===== src/rtl/fade_att_pkg.sv =====
package fade_att_pkg;

    typedef enum logic [1:0] {
        RAMP_HOLD = 2'd0,
        RAMP_RISE = 2'd1,
        RAMP_FALL = 2'd2
    } ramp_dir_e;

endpackage


===== src/rtl/fade_level_ctrl.sv =====
module fade_level_ctrl
    import fade_att_pkg::*;
#(
    parameter int CW = 9
) (
    input  logic          clk,
    input  logic          rst_n,
    input  logic          frame_stb,
    input  logic          cmd_up,
    input  logic          cmd_down,
    input  logic          cmd_set,
    input  logic [CW-1:0] att_code,
    input  logic          mute,
    output logic [CW-1:0] level
);
    localparam logic [CW-1:0] UNITY = CW'(1) << (CW - 1);

    typedef struct packed {
        logic [CW-1:0] target;
        logic [CW-1:0] level;
    } ramp_st_t;

    ramp_st_t  st_d, st_q;
    ramp_dir_e dir;
    logic [CW-1:0] code_c;
    logic          set_eff;

    always_comb begin
        code_c  = (att_code > UNITY) ? UNITY : att_code;
        set_eff = cmd_set && !mute;
        if (st_q.level < st_q.target)      dir = RAMP_RISE;
        else if (st_q.level > st_q.target) dir = RAMP_FALL;
        else                               dir = RAMP_HOLD;

        st_d = st_q;
        if (frame_stb && !set_eff) begin
            case (dir)
                RAMP_RISE: st_d.level = st_q.level + CW'(1);
                RAMP_FALL: st_d.level = st_q.level - CW'(1);
                default:   st_d.level = st_q.level;
            endcase
        end
        if (mute) begin
            st_d.target = '0;
        end else if (cmd_set) begin
            st_d.target = code_c;
            st_d.level  = code_c;
        end else if (cmd_up) begin
            st_d.target = UNITY;
        end else if (cmd_down) begin
            st_d.target = '0;
        end
    end

    always_ff @(posedge clk) begin
        if (!rst_n) begin
            st_q.target <= UNITY;
            st_q.level  <= UNITY;
        end else begin
            st_q <= st_d;
        end
    end

    assign level = st_q.level;

    // level never moves by more than one code without a direct set
    a_r3_single_step: assert property (@(posedge clk) disable iff (!rst_n)
        !(cmd_set && !mute) |=>
            ((st_q.level == $past(st_q.level)) ||
             (st_q.level == $past(st_q.level) + CW'(1)) ||
             (st_q.level == $past(st_q.level) - CW'(1))));

    // settled level stays when no frame or no command changes anything
    a_r3_hold_settled: assert property (@(posedge clk) disable iff (!rst_n)
        (st_q.level == st_q.target && !cmd_set && !cmd_up && !cmd_down && !mute)
            |=> $stable(st_q.level));

    // mute drives target to zero
    a_r7_mute_target: assert property (@(posedge clk) disable iff (!rst_n)
        mute |=> (st_q.target == '0));

    // level and target stay inside the legal range
    a_r5_range: assert property (@(posedge clk) disable iff (!rst_n)
        (st_q.level <= UNITY) && (st_q.target <= UNITY));

endmodule


===== src/rtl/fade_chan.sv =====
module fade_chan #(
    parameter int DW  = 16,
    parameter int CW  = 9,
    parameter int ZCB = 7
) (
    input  logic                 clk,
    input  logic                 rst_n,
    input  logic                 frame_stb,
    input  logic signed [DW-1:0] smp,
    input  logic [CW-1:0]        level,
    output logic signed [DW-1:0] out
);
    localparam int PW = DW + CW + 1;
    localparam int SH = CW - 1;
    localparam logic [CW-1:0] UNITY = CW'(1) << (CW - 1);
    localparam logic signed [PW-1:0] SMAX = PW'((64'sd1 <<< (DW - 1)) - 1);
    localparam logic signed [PW-1:0] SMIN = -PW'(64'sd1 <<< (DW - 1));

    typedef struct packed {
        logic [CW-1:0]        coef;
        logic signed [DW-1:0] out;
    } chan_st_t;

    chan_st_t st_d, st_q;
    logic [ZCB-1:0]        top_bits;
    logic                  quiet;
    logic signed [PW-1:0]  prod;
    logic signed [PW-1:0]  shifted;

    always_comb begin
        top_bits = smp[DW-1 -: ZCB];
        quiet    = (top_bits == '0) || (top_bits == '1);
        st_d     = st_q;
        prod     = '0;
        shifted  = '0;
        if (frame_stb) begin
            if (quiet) st_d.coef = level;
            prod    = PW'(smp) * $signed({1'b0, st_d.coef});
            shifted = prod >>> SH;
            if (shifted > SMAX)      st_d.out = DW'(SMAX);
            else if (shifted < SMIN) st_d.out = DW'(SMIN);
            else                     st_d.out = DW'(shifted);
        end
    end

    always_ff @(posedge clk) begin
        if (!rst_n) begin
            st_q.coef <= UNITY;
            st_q.out  <= '0;
        end else begin
            st_q <= st_d;
        end
    end

    assign out = st_q.out;

    function automatic logic [DW:0] mag(input logic signed [DW-1:0] v);
        return (v < 0) ? (DW+1)'(-(DW+1)'(v)) : (DW+1)'(v);
    endfunction

    // a loud sample leaves the coefficient untouched
    a_r6_loud_keeps_coef: assert property (@(posedge clk) disable iff (!rst_n)
        (frame_stb && !quiet) |=> $stable(st_q.coef));

    // without a frame the coefficient does not move
    a_r6_idle_keeps_coef: assert property (@(posedge clk) disable iff (!rst_n)
        !frame_stb |=> $stable(st_q.coef));

    // output magnitude bounded by input magnitude
    a_r9_no_gain: assert property (@(posedge clk) disable iff (!rst_n)
        frame_stb |=> (mag(st_q.out) <= mag($past(smp))));

endmodule


===== src/rtl/stereo_fade_att.sv =====
module stereo_fade_att #(
    parameter int DW  = 16,
    parameter int CW  = 9,
    parameter int ZCB = 7
) (
    input  logic                 clk,
    input  logic                 rst_n,
    input  logic                 frame_stb,
    input  logic signed [DW-1:0] in_l,
    input  logic signed [DW-1:0] in_r,
    input  logic                 cmd_up,
    input  logic                 cmd_down,
    input  logic                 cmd_set,
    input  logic [CW-1:0]        att_code,
    input  logic                 mute,
    output logic signed [DW-1:0] out_l,
    output logic signed [DW-1:0] out_r,
    output logic                 out_vld
);
    localparam int NCH = 2;

    logic [CW-1:0]        level;
    logic signed [DW-1:0] ch_in  [NCH];
    logic signed [DW-1:0] ch_out [NCH];
    logic                 vld_d, vld_q;

    fade_level_ctrl #(.CW(CW)) u_level (
        .clk      (clk),
        .rst_n    (rst_n),
        .frame_stb(frame_stb),
        .cmd_up   (cmd_up),
        .cmd_down (cmd_down),
        .cmd_set  (cmd_set),
        .att_code (att_code),
        .mute     (mute),
        .level    (level)
    );

    assign ch_in[0] = in_l;
    assign ch_in[1] = in_r;

    for (genvar c = 0; c < NCH; c++) begin : g_chan
        fade_chan #(.DW(DW), .CW(CW), .ZCB(ZCB)) u_chan (
            .clk      (clk),
            .rst_n    (rst_n),
            .frame_stb(frame_stb),
            .smp      (ch_in[c]),
            .level    (level),
            .out      (ch_out[c])
        );
    end

    always_comb vld_d = frame_stb;

    always_ff @(posedge clk) begin
        if (!rst_n) vld_q <= 1'b0;
        else        vld_q <= vld_d;
    end

    assign out_l   = ch_out[0];
    assign out_r   = ch_out[1];
    assign out_vld = vld_q;

    // outputs only move in the cycle after a frame strobe
    a_r8_hold_outputs: assert property (@(posedge clk) disable iff (!rst_n)
        !frame_stb |=> ($stable(out_l) && $stable(out_r)));

    // valid follows the strobe by exactly one cycle
    a_r8_vld_follows: assert property (@(posedge clk) disable iff (!rst_n)
        frame_stb |=> out_vld);

endmodule


===== config.mk =====
export PLATFORM = sky130hd
export DESIGN_NAME = stereo_fade_att
export DESIGN_NICKNAME = d
export VERILOG_FILES = /design/src/rtl/fade_att_pkg.sv /design/src/rtl/fade_level_ctrl.sv /design/src/rtl/fade_chan.sv /design/src/rtl/stereo_fade_att.sv
export SDC_FILE = /design/constraint.sdc
export NUM_CORES = 1
export LEC_CHECK = 0
export CORE_UTILIZATION = 44
export CTS_BUF_LIST = sky130_fd_sc_hd__clkbuf_4 sky130_fd_sc_hd__clkbuf_8
export DETAILED_ROUTE_END_ITERATION = 12
export DONT_BUFFER_PORTS = 1
export PLACE_DENSITY = 0.57
export SYNTH_ARGS = -nofsm -noshare
export SYNTH_HDL_FRONTEND = slang
export SYNTH_HIERARCHICAL = 1
export SYNTH_SLANG_ARGS = --single-unit
export TNS_END_PERCENT = 100

===== constraint.sdc =====
create_clock -name clk -period 8.6 [get_ports clk]
set_input_delay 1.72 -clock clk [delete_from_list [all_inputs] [get_ports clk]]
set_output_delay 1.72 -clock clk [all_outputs]
set_load 0.1 [all_outputs]

==> results of run 1 <==
per-stage QoR:
step,cells,hold WS (ns),util (%),setup slack (ns)
finish,2147,0.4480,47.13,0.4049
global route,2147,0.4651,47.13,0.07112
CTS,2147,0.4511,47.13,0.4312
detailed placement,2131,0.4358,46.50,0.04873
global placement,2131,0.4317,46.50,0.1335
floorplan,1729,0.4225,-,0.03705
cell usage in the layout (no fill, tap or decap), drive strengths merged, types with 5 or more instances in the layout:
cell | synthesis | routed
o21a | 12 | 12
buf | 61 | 66
o211ai | 5 | 5
clkbuf | 45 | 9
and4 | 5 | 5
o311ai | 6 | 6
mux2i | 19 | 19
a21o | 14 | 14
a21oi | 72 | 72
and2 | 68 | 68
nand3 | 26 | 26
dfxtp | 69 | 69
nand2b | 10 | 10
nor2b | 80 | 80
a31oi | 6 | 6
xnor2 | 29 | 29
xor2 | 16 | 16
a211oi | 7 | 7
fa | 243 | 243
nor3 | 18 | 18
mux2 | 16 | 16
or2 | 6 | 6
or4 | 8 | 8
nand2 | 232 | 232
nand4 | 17 | 17
nor2 | 45 | 45
o31ai | 8 | 8
ha | 126 | 126
o21ai | 61 | 61
inv | 342 | 345
or3 | 7 | 7
report_power, final:
group	total, mW	switching, mW	internal, mW
clock network	0.291	0.153	0.138
logic	0.997	0.558	0.439
registers	0.588	0.227	0.361
state kept, by name, summed over array words and instances (netlist names):
signal,count
u_level/st_q,9
g_chan.u_chan/st_q,18
u_level/level,9
out_vld,1
g_chan.u_chan/out,32
critical path: cells and delay by family:
family                     cells  cell delay (ns)
buffers and inverters          6             0.62
adders and majority gates      6             2.91
muxes                          2             0.86
and+or+nand+nor                5             1.16
AOI/OAI and AO/OA              6             1.21
final cells by class:
class                           count  area, µm²
Timing Repair Buffer               66      533.0
Sequential cell                    69       1381
Inverter                          342       1284
Tap cell                          442      553.0
Clock buffer                        9      123.9
Clock inverter                      7      82.58
Multi-Input combinational cell   1212      11490
Fill cell                        3264      17330
per-layer routing:
layer | track usage (%) | vias up | wire (µm)
met5 | 0 | - | 0
met2 | 38.93 | 199 | 17610
li1 | - | 5301 | -
met4 | 4.860 | 0 | 468
met1 | 29.22 | 5523 | 16140
met3 | 2.969 | 28 | 1660
synthesized netlist by cell type, types with 6 or more instances:
cell type | count | area [µm²]
a21oi_2 | 20 | 175.2
buf_1 | 10 | 37.54
or3_1 | 7 | 43.79
o21a_1 | 11 | 82.58
inv_1 | 342 | 1284
nand3_1 | 26 | 130.1
nand4_1 | 17 | 106.4
fa_1 | 243 | 4865
or4_1 | 6 | 45.04
nor2_1 | 44 | 165.2
ha_1 | 126 | 1577
xnor2_1 | 28 | 245.2
nor3_1 | 16 | 80.08
nand2b_1 | 10 | 62.56
nand2_1 | 221 | 829.6
mux2_2 | 16 | 180.2
a21oi_1 | 52 | 260.3
a211oi_1 | 7 | 52.55
a21o_1 | 14 | 105.1
o31ai_1 | 6 | 45.04
nand2_2 | 11 | 68.82
nor2b_1 | 80 | 500.5
xor2_1 | 16 | 140.1
and2_1 | 68 | 425.4
mux2i_1 | 19 | 190.2
dfxtp_1 | 69 | 1381
clkbuf_1 | 44 | 165.2
o21ai_0 | 59 | 295.3
or2_2 | 6 | 37.54
buf_4 | 42 | 315.3
worst min path at each step:
stage          slack (ns)  cells past startpoint              from                to
5_1_grt              0.47                      2  u_level/st_q[15]  u_level/st_q[15]
3_5_place_dp         0.44                      2  u_level/st_q[12]  u_level/st_q[12]
4_1_cts              0.45                      2  u_level/st_q[12]  u_level/st_q[12]
2_1_floorplan        0.42                      2  u_level/st_q[10]  u_level/st_q[10]
3_3_place_gp         0.43                      2  u_level/st_q[15]  u_level/st_q[15]
6_report             0.45                      2  u_level/st_q[12]  u_level/st_q[12]
cells by family (layout without fill, tap and decap cells):
group | count (synthesis) | after routing
xor+xnor | 46 | 46
compound gates | 223 | 223
flops | 69 | 69
fa+ha+maj | 369 | 369
buf+inv | 448 | 424
simple gates | 539 | 539
mux | 35 | 35
==> flow_summary.json, run 1 <==
{
  "synth_warnings": 6,
  "fin_area_um2": 15450,
  "outcome": "finished clean",
  "synthSimpleGateAreaFrac_pct": 18.63,
  "syn-cell-area_um2": 14750,
  "post-route-drc-count": 0,
  "antenna_found_initial": 0,
  "cts_max_level": 3,
  "cts-root-buf": "clkbuf_8",
  "cp.required_ns": 8.90,
  "async_reset_ff_share_pct": 0,
  "area_delta_synth_final_pct": 4.742,
  "antenna_cells": 0,
  "gp_congestion": 0.8933,
  "die_area_um2": 34260,
  "synth_edf_count": 0,
  "rows": 66,
  "hold_buffers": 0,
  "hold_class": "flop to flop",
  "arrival_ns": 8.49,
  "postRouteAntennaNets": 0,
  "clkSlewWorstSetupHoldPaths_ns": 0.10,
  "synth-seq-cells": 69,
  "first_global_vias": 11770,
  "cts_tree": "yes",
  "setup_tns_ns": 0,
  "synth_top_family_by_area": "adder cells",
  "placed_cell_area_um2": 15240,
  "hold_violations": 0,
  "die_h_um": 185.1,
  "avgViaCountPerCell": 5.147,
  "end_kind": "flop",
  "vias": 11050,
  "startpoint_type": "input port",
  "cts-buffers-inserted": 9,
  "port_buffers": 0,
  "synth_fa_ha_area_share_pct": 43.67,
  "netlist_instances": 1729,
  "drv_cap": 0,
  "grt_max_degree": 65,
  "fin_skew_ns": 0.02167,
  "timing.rr.end": "g_chan[0].u_chan/out[1]",
  "clock-sinks": 69,
  "timing.fmax_ghz": 0.1220,
  "num_io_pins": 81,
  "ys_types": 78,
  "synth_compound_area_share_pct": 10.23,
  "die_w_um": 185.1,
  "dr.pass1.iters": 7,
  "dp_hpwl_mm": 29.62,
  "synth_mux_area_share_pct": 2.511,
  "synth_seq_area_share_pct": 9.365,
  "reg2reg_depth": 23,
  "fin_total_pwr_mw": 1.877,
  "grt-ovfl-total": 0,
  "ir_worst_vdd_mv": 0.1332,
  "worstSetupStartpoint": "in_l[12]",
  "fin_crit_ns": 8.195,
  "fin_crit_sh_pct": 95.29,
  "synth_flop_cell": "dfxtp_1",
  "cts_resized": 0,
  "drtIter0Drc": 529,
  "synth_fp_nets": 2146,
  "worst_path_max_delay_cell": "fa_1",
  "clk_latency_ns": 0.38,
  "slew_violations": 0,
  "nNetsFinal": 2117,
  "track_usage_pct": 22.28,
  "crit_top_cell": "fa_1",
  "reg2reg_from": "u_level/level[1]",
  "slew_headroom_pct": 22.97,
  "tightest_slew_ns": 1.154,
  "rsz0062_at_grt": "no",
  "p_leak_nw": 7.950,
  "rrSetupSlack_ns": 2.08,
  "start_util_pct": 44.99,
  "fp.coreArea_um2": 32780,
  "clockBufferDepth": 2,
  "post_drt_wl_per_cell_um": 16.71,
  "path_max_fanout": 17,
  "finalWirelength_mm": 35.88,
  "crit_type": "input port to flop",
  "avgSynthCellArea_um2": 8.531,
  "drive_gt1_share_pct": 9.091,
  "critPathCapture": "g_chan[0].u_chan/out[1]",
  "post-cts-setup-buffers": 0,
  "grt_pass1_wl_mm": 59.61,
  "synthXorXnorAreaFrac_pct": 2.876,
  "slowest_delay_ns": 0.57,
  "p_per_area_nw_per_um2": 121.5,
  "setup_viol": 0
}
Note: power is estimated with default switching activity, not from simulation.
==> inputs of run 2 (changes only) <==
--- a/config.mk
+++ b/config.mk
@@ -10,6 +10,7 @@
 export DETAILED_ROUTE_END_ITERATION = 12
 export DONT_BUFFER_PORTS = 1
 export PLACE_DENSITY = 0.57
+export REMOVE_ABC_BUFFERS = 1
 export SYNTH_ARGS = -nofsm -noshare
 export SYNTH_HDL_FRONTEND = slang
 export SYNTH_HIERARCHICAL = 1
==> run 2 against run 1 <==
Final cell count up 0.88%. Clock-buffer cell count rose by 2. Sequential power barely moved. Hold slack gained 0.0014 ns. Sequential share of layout area down 0.12 points. Utilization rose by 0.66 points. Clock skew shrank 0.0077 ns. Wire length is 3.1% higher. Clock power is 9.3% lower. Via count is 0.84% higher. Critical endpoint is now g_chan[0].u_chan/out[7]. Largest cell class unchanged. Highest routed layer unchanged.
==> flow_summary.json, run 2 (synthesis results as in run 1) <==
{
  "outcome": "finished clean",
  "whs_path_depth": 2,
  "port_buffers": 0,
  "rows": 66,
  "path_max_fanout": 11,
  "holdWs_ns": 0.4494,
  "die_w_um": 185.1,
  "wl_met3_mm": 2.141,
  "pre_cts_ws_ns": -0.2670,
  "dp_hpwl_mm": 30.49,
  "clk_latency_ns": 0.38,
  "layout_commonest_cell": "inv_1",
  "largest_register_ffs": 32,
  "slowest_delay_ns": 0.58,
  "clock-sinks": 69,
  "track_usage_pct": 22.98,
  "crit_top_cell": "fa_1",
  "crit_cells": 25,
  "reg2reg_depth": 23,
  "post-route-drc-count": 0,
  "fp.coreArea_um2": 32780,
  "grt_max_degree": 65,
  "nNetsFinal": 2136,
  "setup_viol": 0,
  "startpoint_type": "input port",
  "clkSlewWorstSetupHoldPaths_ns": 0.08,
  "min_from": "u_level/st_q[10]",
  "cts-root-buf": "clkbuf_8",
  "finalWirelength_mm": 37.00,
  "p_leak_nw": 8.084,
  "timing.fmax_ghz": 0.1190,
  "fin_crit_ns": 8.405,
  "hold_buffers": 0,
  "routed-wl-met2_mm": 16.39,
  "grt_pass1_wl_mm": 61.29,
  "end_kind": "flop",
  "final_cell_mix": "inv_1 (341), fa_1 (243), nand2_1 (221)",
  "critPathTopFamily": "adder cells",
  "gp_congestion": 0.8941,
  "cp.required_ns": 8.91,
  "hold_class": "flop to flop",
  "vias": 11140,
  "drv_cap": 0,
  "worst_path_max_delay_cell": "fa_1",
  "die_h_um": 185.1,
  "ir_worst_vdd_mv": 0.1016,
  "stdcell_count": 2166,
  "routed.top_layer": "met4",
  "post_drt_wl_per_cell_um": 17.08,
  "final_util_pct": 47.79,
  "p_per_area_nw_per_um2": 121.2,
  "crit_type": "input port to flop",
  "reg2reg_from": "u_level/level[1]",
  "arrival_ns": 8.71,
  "num_io_pins": 81,
  "die_area_um2": 34260,
  "grt-ovfl-total": 0,
  "crit_buf_inv": 6,
  "dr.pass1.iters": 5,
  "drive_gt1_share_pct": 10.44,
  "start_util_pct": 44.99,
  "first_global_vias": 11650,
  "clockBufferDepth": 2,
  "tightest_slew_ns": 1.162,
  "antenna_cells": 0,
  "worstSetupStartpoint": "in_l[12]",
  "drtIter0Drc": 518,
  "avgViaCountPerCell": 5.145,
  "slew_headroom_pct": 22.45,
  "antenna_found_initial": 0,
  "dp_cells": 2146,
  "postRouteAntennaNets": 0,
  "fin_ws_ns": 0.1946,
  "area_delta_synth_final_pct": 6.209,
  "slew_violations": 0,
  "hold_violations": 0,
  "fin_crit_sh_pct": 97.74,
  "fin_skew_ns": 0.01395,
  "cts-buffers-inserted": 9,
  "cts_tree": "yes",
  "cts_max_level": 3,
  "top_register": "g_chan.u_chan/out",
  "top_regs": "g_chan.u_chan/out: 32 flops, g_chan.u_chan/st_q: 18 flops",
  "met1_length_mm": 17.95
}
-- run 2: per-layer routing --
metal	up-vias	global-route usage, %
met5	-	0
met3	28	3.932
met2	205	36.45
met1	5571	32.85
met4	0	4.496
li1	5340	-
-- run 2: final timing paths --
check,slack (ns),end
setup reg to reg,2.10,g_chan[0].u_chan/out[7]
setup / recovery,0.19,g_chan[0].u_chan/out[7]
hold / removal,0.45,u_level/st_q[10]
hold reg to reg,0.45,u_level/st_q[10]
-- run 2: repair_timing --
| action | CTS | global route |
|---|---|---|
| endpoints found under the setup margin | 0 | 15 |
| buffers inserted | 0 | 4 |
| gates resized for setup | 0 | 16 |
-- run 2: final cells by class --
class	count	area, µm²
tap	442	553.0
clock inverter	5	35.03
timing repair buffer	85	720.7
clock buffer	11	145.1
fill	3240	17120
sequential	69	1381
inverter	342	1284
multi-input combinational	1212	11550
-- run 2: worst min-delay path, delay by kind of cell, from the launching register on --
| family | cells | cell delay [ns] |
|---|---|---|
| DFF | 1 | 0.32 |
| and+or+nand+nor | 2 | 0.09 |
-- run 2: through the flow --
step	power, mW	cell area, µm²	setup TNS, ns
2_1_floorplan	1.319	14160	-2.075
3_5_place_dp	1.624	15390	-3.608
6_report	1.898	15670	0
4_1_cts	1.904	15570	0
3_3_place_gp	1.606	15390	-3.320
5_1_grt	2.069	15670	-0.05958
-- run 2: where the power goes --
group          switching (mW)  internal (mW)  total, mW
sequential              0.230          0.361      0.591
combinational           0.583          0.460       1.04
clock                   0.148          0.117      0.264
==> inputs of run 3 (changes only) <==
--- a/config.mk
+++ b/config.mk
@@ -5,14 +5,14 @@
 export SDC_FILE = /design/constraint.sdc
 export NUM_CORES = 1
 export LEC_CHECK = 0
+export ABC_AREA = 1
 export CORE_UTILIZATION = 44
 export CTS_BUF_LIST = sky130_fd_sc_hd__clkbuf_4 sky130_fd_sc_hd__clkbuf_8
 export DETAILED_ROUTE_END_ITERATION = 12
 export DONT_BUFFER_PORTS = 1
-export PLACE_DENSITY = 0.57
+export PLACE_DENSITY = 0.55
 export REMOVE_ABC_BUFFERS = 1
 export SYNTH_ARGS = -nofsm -noshare
 export SYNTH_HDL_FRONTEND = slang
-export SYNTH_HIERARCHICAL = 1
 export SYNTH_SLANG_ARGS = --single-unit
 export TNS_END_PERCENT = 100
==> constraint.sdc (replaced) <==
create_clock -name clk -period 10.4 [get_ports clk]
set_input_delay 2.08 -clock clk [delete_from_list [all_inputs] [get_ports clk]]
set_output_delay 2.08 -clock clk [all_outputs]
set_load 0.1 [all_outputs]
==> run 3 against run 2 <==
Utilization is 2.0 points lower. Area after synthesis is 2.7% higher. Non-clock buffer count is 83 lower. Via count is 8.0% higher. Critical path type unchanged. Final cell count is 10% higher. Total power is 99% higher. Sequential power is 25% higher. Clock skew is 0.0011 ns lower.
==> flow_summary.json, run 3 <==
{
  "synth_top_family_by_area": "adder cells",
  "avgSynthCellArea_um2": 7.572,
  "netlist_instances": 2000,
  "timing.fmax_ghz": 0.1139,
  "synthXorXnorAreaFrac_pct": 2.594,
  "synth_most_common_cell": "inv_1",
  "fin_total_pwr_mw": 3.780,
  "die_h_um": 187.5,
  "post_drt_wl_per_cell_um": 16.45,
  "antenna_cells": 0,
  "setup_viol": 0,
  "finalWirelength_mm": 39.19,
  "synthTopCellsByArea": "fa_1 (32%), inv_1 (12%), ha_1 (10%), dfxtp_1 (9.1%), nand2_1 (8.6%)",
  "synth_warnings": 0,
  "synth-seq-cells": 69,
  "ys_types": 51,
  "drtIter0Drc": 694,
  "port_buffers": 0,
  "yosysTopAreaCellShare_pct": 32.12,
  "setup_tns_ns": 0,
  "synthSimpleGateAreaFrac_pct": 19.32,
  "cts_tree": "yes",
  "arrival_ns": 9.01,
  "fin_crit_ns": 8.782,
  "synth_edf_count": 0,
  "routed-wl-met2_mm": 19.52,
  "cts_max_level": 3,
  "p_per_area_nw_per_um2": 245.2,
  "synth_common_cells": "inv_1 (469), nand2_1 (345), fa_1 (243), nor2_1 (196), ha_1 (126)",
  "cts-buffers-inserted": 9,
  "top_regs": "g_chan.u_chan.out: 32 flops, g_chan.u_chan.st_q: 18 flops",
  "dr.pass1.iters": 6,
  "postRouteAntennaNets": 0,
  "area_delta_synth_final_pct": 1.785,
  "async_reset_ff_share_pct": 0,
  "grt-ovfl-total": 0,
  "stdcell_count": 2383,
  "track_usage_pct": 23.38,
  "syn-cell-area_um2": 15140,
  "met1_length_mm": 17.03,
  "antenna_found_initial": 0,
  "startpoint_type": "input port",
  "path_max_fanout": 15,
  "largest_register_ffs": 32,
  "clock-sinks": 69,
  "rsz0062_at_grt": "no",
  "fillers": 3533,
  "end_kind": "flop",
  "fin_skew_ns": 0.01286,
  "synth_mux_area_share_pct": 0,
  "die_area_um2": 35170,
  "fin_crit_sh_pct": 84.44,
  "grt_pass1_wl_mm": 65.06,
  "clockBufferDepth": 2,
  "hold_violations": 0,
  "cts-root-buf": "clkbuf_8",
  "num_io_pins": 81,
  "fp.coreArea_um2": 33700,
  "hold_buffers": 0,
  "avgViaCountPerCell": 5.052,
  "top_register": "g_chan.u_chan.out",
  "crit_type": "input port to flop",
  "hold_class": "flop to flop",
  "final_cell_mix": "inv_1 (469), nand2_1 (345), fa_1 (243)",
  "routed.top_layer": "met4",
  "dp_hpwl_mm": 33.18,
  "slew_violations": 0,
  "wl_met3_mm": 1.553,
  "drv_cap": 0,
  "slew_headroom_pct": 33.09,
  "gp_congestion": 0.9350,
  "rows": 67,
  "layout_commonest_cell": "inv_1",
  "tightest_slew_ns": 1.002,
  "first_global_vias": 12760,
  "start_util_pct": 44.94,
  "cts_resized": 0,
  "grt_max_degree": 41,
  "synth_fa_ha_area_share_pct": 42.53,
  "synth_compound_area_share_pct": 10.40,
  "synth_seq_area_share_pct": 9.121,
  "ir_worst_vdd_mv": 0.1863,
  "post-cts-setup-buffers": 0,
  "nNetsFinal": 2347,
  "vias": 12040,
  "drive_gt1_share_pct": 7.545,
  "clk_latency_ns": 0.38,
  "p_leak_nw": 8.356,
  "cp.required_ns": 10.63,
  "post-route-drc-count": 0,
  "die_w_um": 187.5,
  "clkSlewWorstSetupHoldPaths_ns": 0.08,
  "outcome": "finished clean",
  "dp_cells": 2367,
  "yosys.area.top_type": "fa_1",
  "synth_flop_cell": "dfxtp_1"
}
## run 3: power breakdown
group          internal [mW]  switching, mW
combinational          0.969           1.79
sequential             0.329          0.410
clock                  0.165          0.117
## run 3: routing by layer
layer	vias to the layer above	global-route usage [%]
li1	5829	-
met1	5873	29.58
met2	276	41.72
met3	61	2.003
met4	0	7.911
met5	-	0
## run 3: logic make-up after synthesis
logic type / after synthesis
adder cells (fa/ha/maj): 369
flip-flops: 69
XOR/XNOR: 44
AO/OA/AOI/OAI: 265
AND/OR/NAND/NOR: 674
buffers and inverters: 579
## run 3: final timing paths
check                                  from                        end  slack (ns)  cells after the start
setup / recovery                   in_l[15]    g_chan[0].u_chan.out[1]        1.62                     26
hold / removal    g_chan[0].u_chan.st_q[24]  g_chan[0].u_chan.st_q[24]        0.48                      2
setup reg to reg           u_level.level[6]    g_chan[0].u_chan.out[1]        3.65                     22
hold reg to reg   g_chan[0].u_chan.st_q[24]  g_chan[0].u_chan.st_q[24]        0.48                      2
## run 3: layout make-up
type / instances / area (µm²) / share of cell area (%)
well taps: 448 / 560.5 / 3.636
inverters: 496 / 1876 / 12.17
clock buffers: 10 / 137.6 / 0.8929
multi-input cells: 1352 / 11330 / 73.53
flip-flops and latches: 69 / 1381 / 8.961
clock inverters: 6 / 110.1 / 0.7143
repair buffers: 2 / 15.01 / 0.09740
## run 3: worst max-delay path: stages
cell and delay [ns]:
inv_2 0.09, nand2_1 0.09, o21ai_2 0.28, inv_1 0.25, o21ai_1 0.71, inv_1 0.43, nand2_1 0.17, fa_1 0.48
fa_1 0.56, inv_1 0.06, fa_1 0.50, fa_1 0.54, inv_1 0.05, fa_1 0.53, inv_1 0.04, ha_1 0.36
a21oi_1 0.17, inv_1 0.09, a31oi_1 0.20, o21ai_0 0.16, a31oi_1 0.25, nand2_1 0.11, nand2_1 0.09, nand3_2 0.08
a21oi_4 0.48, a21oi_1 0.14
## run 3: stage by stage
stage,cell area (µm²),hold WS (ns),utilization [%],worst slack [ns]
floorplan,14590,0.4430,-,2.603
global placement,15170,0.4575,45.01,1.313
detailed placement,15170,0.4657,45.01,1.211
CTS,15410,0.4867,45.74,1.608
global route,15410,0.5139,45.74,1.150
finish,15410,0.4849,45.74,1.618
